[config.mk]
export PLATFORM = sky130hd
export DESIGN_NAME = sticky_irq_status
export DESIGN_NICKNAME = d
export VERILOG_FILES = /design/src/rtl/sirq_pkg.sv /design/src/rtl/sirq_flag_bank.sv /design/src/rtl/sirq_ctrl.sv /design/src/rtl/sticky_irq_status.sv
export SDC_FILE = /design/constraint.sdc
export NUM_CORES = 1
export LEC_CHECK = 0
export BUFFER_PORTS_ARGS = -buffer_cell sky130_fd_sc_hd__buf_2
export CORE_AREA = 2 2 53 55
export DETAILED_ROUTE_END_ITERATION = 10
export DIE_AREA = 0 0 55 57
export PLACE_DENSITY = 0.78
export SKIP_LAST_GASP = 1
export SYNTH_ARGS = -nofsm -noshare
export SYNTH_HDL_FRONTEND = slang
export SYNTH_SLANG_ARGS = --single-unit
[constraint.sdc]
create_clock -name clk -period 1.3 [get_ports clk]
set_clock_uncertainty 0.15 [all_clocks]
set_input_delay 0.065 -clock clk [delete_from_list [all_inputs] [get_ports clk]]
set_output_delay 0.065 -clock clk [all_outputs]
set_load 0.03 [all_outputs]
[src/rtl/sirq_pkg.sv]
package sirq_pkg;
  localparam int DATA_W   = 32;
  localparam int ADDR_W   = 2;
  localparam int N_FLAGS  = 6;
  localparam int FLAG_LSB = 8;
  localparam int FLAG_MSB = FLAG_LSB + N_FLAGS - 1;
  localparam int GIE_BIT  = 0;
  localparam int ADC_BIT  = 0;

  localparam logic [ADDR_W-1:0] ADDR_STATUS = 2'd0;
  localparam logic [ADDR_W-1:0] ADDR_CTRL   = 2'd1;

  // Next value of one sticky flag: a pulse sets it, a written 0 clears it,
  // and the pulse takes priority over the clear.
  function automatic logic flag_next(input logic cur, input logic ev,
                                     input logic we, input logic wbit);
    logic kill;
    kill = we & ~wbit;
    return ev | (cur & ~kill);
  endfunction

  // Interrupt request from enable, flags and mask.
  function automatic logic irq_of(input logic gie,
                                  input logic [N_FLAGS-1:0] flags,
                                  input logic [N_FLAGS-1:0] mask);
    return gie & (|(flags & mask));
  endfunction
endpackage

[src/rtl/sirq_flag_bank.sv]
module sirq_flag_bank
  import sirq_pkg::*;
#(
  parameter int N = N_FLAGS
) (
  input  logic         clk,
  input  logic         rst_n,
  input  logic [N-1:0] ev,
  input  logic         wr_en,
  input  logic [N-1:0] wbits,
  output logic [N-1:0] flags
);
  for (genvar i = 0; i < N; i++) begin : g_flag
    always_ff @(posedge clk or negedge rst_n) begin
      if (!rst_n) flags[i] <= 1'b0;
      else        flags[i] <= flag_next(flags[i], ev[i], wr_en, wbits[i]);
    end
  end
endmodule

[src/rtl/sirq_ctrl.sv]
module sirq_ctrl
  import sirq_pkg::*;
#(
  parameter int N = N_FLAGS
) (
  input  logic         clk,
  input  logic         rst_n,
  input  logic         wr_status,
  input  logic         rd_status,
  input  logic         wr_ctrl,
  input  logic         gie_wbit,
  input  logic         adc_wbit,
  input  logic [N-1:0] mask_wbits,
  output logic         gie,
  output logic         autoclr,
  output logic [N-1:0] mask
);
  always_ff @(posedge clk or negedge rst_n) begin
    if (!rst_n) begin
      gie <= 1'b0;
    end else if (wr_status) begin
      gie <= gie_wbit;
    end else if (rd_status && autoclr) begin
      gie <= 1'b0;
    end
  end

  always_ff @(posedge clk or negedge rst_n) begin
    if (!rst_n) begin
      autoclr <= 1'b0;
      mask    <= '0;
    end else if (wr_ctrl) begin
      autoclr <= adc_wbit;
      mask    <= mask_wbits;
    end
  end
endmodule

[src/rtl/sticky_irq_status.sv]
module sticky_irq_status
  import sirq_pkg::*;
(
  input  logic              clk,
  input  logic              rst_n,
  input  logic              bus_sel,
  input  logic              bus_wr,
  input  logic [ADDR_W-1:0] bus_addr,
  input  logic [DATA_W-1:0] bus_wdata,
  output logic [DATA_W-1:0] bus_rdata,
  input  logic              ev_bad_data,
  input  logic              ev_fifo_afull,
  input  logic              ev_fifo_full,
  input  logic              ev_sync_loss,
  input  logic              ev_wr_blocked,
  input  logic              ev_parity_err,
  output logic              irq
);
  // Named internal events, brought out for the checker.
  logic               wr_status, rd_status, wr_ctrl, rd_ctrl;
  logic [N_FLAGS-1:0] ev_vec, flags, mask, clr_vec;
  logic               gie, autoclr;

  assign ev_vec = {ev_parity_err, ev_wr_blocked, ev_sync_loss,
                   ev_fifo_full, ev_fifo_afull, ev_bad_data};

  assign wr_status = bus_sel &  bus_wr & (bus_addr == ADDR_STATUS);
  assign rd_status = bus_sel & ~bus_wr & (bus_addr == ADDR_STATUS);
  assign wr_ctrl   = bus_sel &  bus_wr & (bus_addr == ADDR_CTRL);
  assign rd_ctrl   = bus_sel & ~bus_wr & (bus_addr == ADDR_CTRL);
  assign clr_vec   = wr_status ? ~bus_wdata[FLAG_MSB:FLAG_LSB] : '0;

  sirq_flag_bank #(.N(N_FLAGS)) u_flags (
    .clk   (clk),
    .rst_n (rst_n),
    .ev    (ev_vec),
    .wr_en (wr_status),
    .wbits (bus_wdata[FLAG_MSB:FLAG_LSB]),
    .flags (flags)
  );

  sirq_ctrl #(.N(N_FLAGS)) u_ctrl (
    .clk        (clk),
    .rst_n      (rst_n),
    .wr_status  (wr_status),
    .rd_status  (rd_status),
    .wr_ctrl    (wr_ctrl),
    .gie_wbit   (bus_wdata[GIE_BIT]),
    .adc_wbit   (bus_wdata[ADC_BIT]),
    .mask_wbits (bus_wdata[FLAG_MSB:FLAG_LSB]),
    .gie        (gie),
    .autoclr    (autoclr),
    .mask       (mask)
  );

  always_comb begin
    bus_rdata = '0;
    if (rd_status) begin
      bus_rdata[FLAG_MSB:FLAG_LSB] = flags;
      bus_rdata[GIE_BIT]           = gie;
    end else if (rd_ctrl) begin
      bus_rdata[FLAG_MSB:FLAG_LSB] = mask;
      bus_rdata[ADC_BIT]           = autoclr;
    end
  end

  assign irq = irq_of(gie, flags, mask);
endmodule

=== Yosys cells after proc, flatten, opt, wreduce, memory -nomap -nowiden ===
Index checks and enable logic that the tools add are counted.

* Register bits after elaboration: 14
* Bits of input ports: 44
* Output and inout bits: 33

* Eq/ne operators: 1
* Muxes and demuxes: 6
* Bitwise operators: 39
* Reduce and logical (&&, ||, !) cells: 4

{| class="wikitable"
|+ Operators with widths
! cell !! count
|-
| $and 1x1->1 || 19
|-
| $not 1->1 || 13
|-
| $mux 6 || 2
|-
| $and 6x6->6 || 1
|-
| $or 1x1->1 || 6
|-
| $reduce_or 6->1 || 1
|-
| $mux 1 || 4
|-
| $eq 2x1->1 const B || 1
|-
| $logic_not 2->1 || 1
|-
| $reduce_bool 2->1 || 1
|-
| $logic_and 1x1->1 || 1
|}

=== Longest topological paths before layout ===
* Word-level depth: 6
* Mapped depth: 4

=== Cells and area by module ===
Synthesis repeated with hierarchy kept, for this count alone.

* Cells, all modules: 88
* Area total of the unflattened synthesis: 935.9 sq um

{| class="wikitable"
|+ By module, submodules not included
! module !! times used !! cells an instance !! area each (sq um) !! seq. area each (sq um)
|-
| sticky_irq_status || 1 || 51 || 367.9 || 0.0
|-
| sirq_ctrl || 1 || 19 || 335.3 || 200.2
|-
| sirq_flag_bank || 1 || 18 || 232.7 || 150.1
|}

=== Worst setup path before layout ===
OpenSTA, ideal clock, no wires.

* Kind: input-to-output
* From: in bus_addr[1]
* To: out bus_rdata[0]
* Data arrival time: 1.014 ns
* Required time: 1.085 ns
* Slack: 0.071 ns
* Stages: 3
* Buffers on the path: 1
* Path through: or3b_1 -> clkbuf_1 -> nor2_1

* Cells in the longest elaborated chain, start to end: 4
* Elaborated cells between the ends (all ways): 6
* Those cells by class: eq/ne: 1; mux: 2; bitwise: 2; reduce/logical: 1

{| class="wikitable"
|+ RTL lines
! element !! RTL line !! source
|-
| from (decl) || sticky_irq_status.sv:8 || <nowiki>input logic [ADDR_W-1:0] bus_addr,</nowiki>
|-
| $eq 2x1->1 || sticky_irq_status.sv:30 || <nowiki>assign rd_ctrl = bus_sel & ~bus_wr & (bus_addr == ADDR_CTRL);</nowiki>
|-
| $and 1x1->1 || sticky_irq_status.sv:30 ||
|-
| $mux 1 || sticky_irq_status.sv:61 || <nowiki>end else if (rd_ctrl) begin</nowiki>
|-
| $mux 1 (*) || sticky_irq_status.sv:58 || <nowiki>if (rd_status) begin</nowiki>
|-
| to (decl) || sticky_irq_status.sv:10 || <nowiki>output logic [DATA_W-1:0] bus_rdata,</nowiki>
|}

Mark *: on every way between the ends. The rest lies on a longest branch, timed or not.

=== Final worst setup path ===
* From: reg u_flags.flags[3]
* To: out irq

* Cells in the longest elaborated chain, start to end: 3

{| class="wikitable"
|+ RTL lines
! element !! RTL line !! source
|-
| from (decl) || sirq_flag_bank.sv:11 || <nowiki>output logic [N-1:0] flags</nowiki>
|-
| from (signal, indexed assignment) || sirq_flag_bank.sv:16 || <nowiki>else flags[i] <= flag_next(flags[i], ev[i], wr_en, wbits[i]);</nowiki>
|-
| $and 6x6->6 || sirq_pkg.sv:26 || <nowiki>return gie & (|(flags & mask));</nowiki>
|-
| $reduce_or 6->1 || sirq_pkg.sv:26 ||
|-
| $and 1x1->1 || sirq_pkg.sv:26 ||
|-
| to (decl) || sticky_irq_status.sv:17 || <nowiki>output logic irq</nowiki>
|}

No other way between the ends.

==> impl_metrics.json <==
{
  "num_rows": 19,
  "synth_flop_cell": "dfrtp_1",
  "antenna_found_initial": 0,
  "leakagePower_uw": 0.000571,
  "grt_max_degree": 15,
  "cp.arrival_ns": 1.18,
  "cts_num_sinks": 14,
  "critPathMaxStageDelay_ns": 0.41,
  "drive_gt1_frac": 0.333,
  "r2r_end": "u_ctrl.mask[4]",
  "rr_startpoint": "u_ctrl.mask[4]",
  "wl_um": 1780,
  "cts_buffers": 3,
  "synth.top_cell.area_share": 0.394,
  "synth_largest_area_cell": "dfrtp_1",
  "synth_most_common_cell": "buf_4",
  "synthTopCellsByCount": "buf_4 (25), dfrtp_1 (14)",
  "final_nets": 174,
  "clk_latency_ns": 0.29,
  "grt_use_total": 0.128,
  "rsz0062_at_grt": "true",
  "reg2reg_slack_ns": 0.36,
  "post_cts_buffers": 0,
  "num_vias": 709,
  "drcViolationCount": 0,
  "fin_cells": 160,
  "yosysSeqAreaShare": 0.394,
  "syn_avg_cell_area_sq_um": 10.3,
  "path_delay_family": "flip-flops",
  "io_pins": 77,
  "ff2ff_path_depth": 1,
  "firstDrtPassIters": 2,
  "p_per_area_mw_per_mm2": 1050,
  "min_path_type": "in -> reg",
  "cts_max_level": 1,
  "final_antenna_net_count": 0,
  "cp-start-kind": "flop",
  "core_area_sq_mm": 0.00262,
  "drt-initial-drc-count": 2,
  "critical_path_class": "reg -> out",
  "cap_violations": 0,
  "setup_ws_ns": -0.0903,
  "vdd_drop_max_v": 0.000568,
  "crit_required_ns": 1.09,
  "die_h_um": 57,
  "die_w_um": 55,
  "worstHoldStart": "bus_wr",
  "max_freq_mhz": 719,
  "path_buf_inv": 1,
  "clk_pin_slew_ns": 0.09,
  "synth_area_sq_um": 890,
  "ys_warn_count": 0,
  "drt-wirelength-per-cell_um": 11.1,
  "violations": "setup timing",
  "finalSetupViolations": 2,
  "dp_cells": 142,
  "synthArstFlopShare": 1.00,
  "drv_slew": 0,
  "root_buffer": "clkbuf_4",
  "netlist_instances": 86,
  "place_congestion": 0.719,
  "die-area_sq_mm": 0.00314,
  "grt_pass1_vias": 688,
  "grt-ovfl-total": 0,
  "status": "finished, violations left",
  "synth_edf_count": 0,
  "area_growth_pct": 31.8,
  "ys_ff_latch": 14,
  "n_antenna_cell": 0,
  "slowest_stage": "dfrtp_1",
  "final.min_clock_period_ns": 1.39,
  "synth_top_cells_by_area": "dfrtp_1 (39%), buf_4 (21%), mux2_2 (8.9%)",
  "whs_ns": 0.0154,
  "cp_max_fo": 3,
  "clockBufferDepth": 2,
  "portBuffers": 26,
  "start_util": 0.340,
  "path_cells": "a22oi_2 > a31oi_1 > buf_4",
  "hpwl_um": 1300,
  "hold_path_end": "u_ctrl.gie",
  "grt_pass1_wl_um": 2880,
  "finalHoldViolations": 0,
  "hold_depth": 3,
  "fin_crit_sh": 1.07,
  "synth_cell_types": 18,
  "cts_tree": "done",
  "viasPerCell": 4.43,
  "endpoint_kind": "primary output"
}
==> cells in the final DEF (no fill, tap or decap) <==
cell and instances:
buf_2 18, or3b_1 1, nand4bb_1 1, conb_1 25, a31oi_1 1, nand2b_1 6, nand4b_2 1, inv_1 1
mux2_2 7, dlygate4sd3_1 14, a32o_1 1, clkbuf_8 1, nor3b_1 1, nor2_1 7, buf_4 10, clkbuf_4 3
dfrtp_1 14, o21ai_0 7, mux2i_1 7, a22oi_2 3
==> layout make-up <==
type / instances / area [sq um]
Clock buffer: 4 / 36.3
Fill cell: 267 / 1440
Inverter: 1 / 3.75
Multi-Input combinational cell: 68 / 438
Sequential cell: 14 / 350
Tap cell: 31 / 38.8
Timing Repair Buffer: 42 / 305
==> timing repair <==
action / in CTS / in global routing
pin swaps: 0 / 0
setup endpoints to repair: 3 / 8
hold buffers: 14 / 0
resized for setup: 4 / 12
hold endpoints to repair: 28 / 0
==> through the flow <==
stage               utilization  total power, uW  instance area (sq um)  setup slack [ns]  TNS [ns]
floorplan                     -              839                    980            0.0712         0
global placement          0.367              854                    961            0.0429         0
detailed placement        0.367              867                    961            0.0176         0
CTS                       0.440             1230                   1150            -0.108    -0.129
global route              0.448             1300                   1170            -0.155    -0.462
finish                    0.448             1230                   1170           -0.0903   -0.0910
==> flip-flops by register name, indices dropped and copies added (netlist names) <==
register,count
u_ctrl.autoclr,1
u_ctrl.gie,1
u_ctrl.mask,6
u_flags.flags,6
==> layer usage <==
layer	track usage	vias up	share of wire
met4	0.0627	0	0.016
met3	0.0131	3	0.077
met2	0.245	46	0.56
met5	0	-	0
li1	-	330	-
met1	0.129	330	0.34
==> worst max-delay path by stage <==
stage	depth (start not counted)	endpoint	from	slack [ns]
2_1_floorplan	3	bus_rdata[0]	bus_addr[1]	0.07
3_3_place_gp	4	bus_rdata[9]	bus_addr[1]	0.04
3_5_place_dp	4	bus_rdata[11]	bus_addr[1]	0.02
4_1_cts	3	irq	u_flags.flags[3]	-0.11
5_1_grt	3	irq	u_flags.flags[3]	-0.15
6_report	3	irq	u_flags.flags[3]	-0.09
==> cell families after synthesis <==
kind of cell,share of synthesized area
mux,0.167
buf+inv,0.232
other cells,0.00422
flops,0.394
compound gates,0.0830
simple gates,0.120
==> power by group <==
part           switching, uW  internal (uW)  leakage [uW]  total (uW)
clock network            147            171     0.0000210         318
registers               48.9            493      0.000150         542
logic                    212            158      0.000399         370
Note: power is estimated with default switching activity, not from simulation.
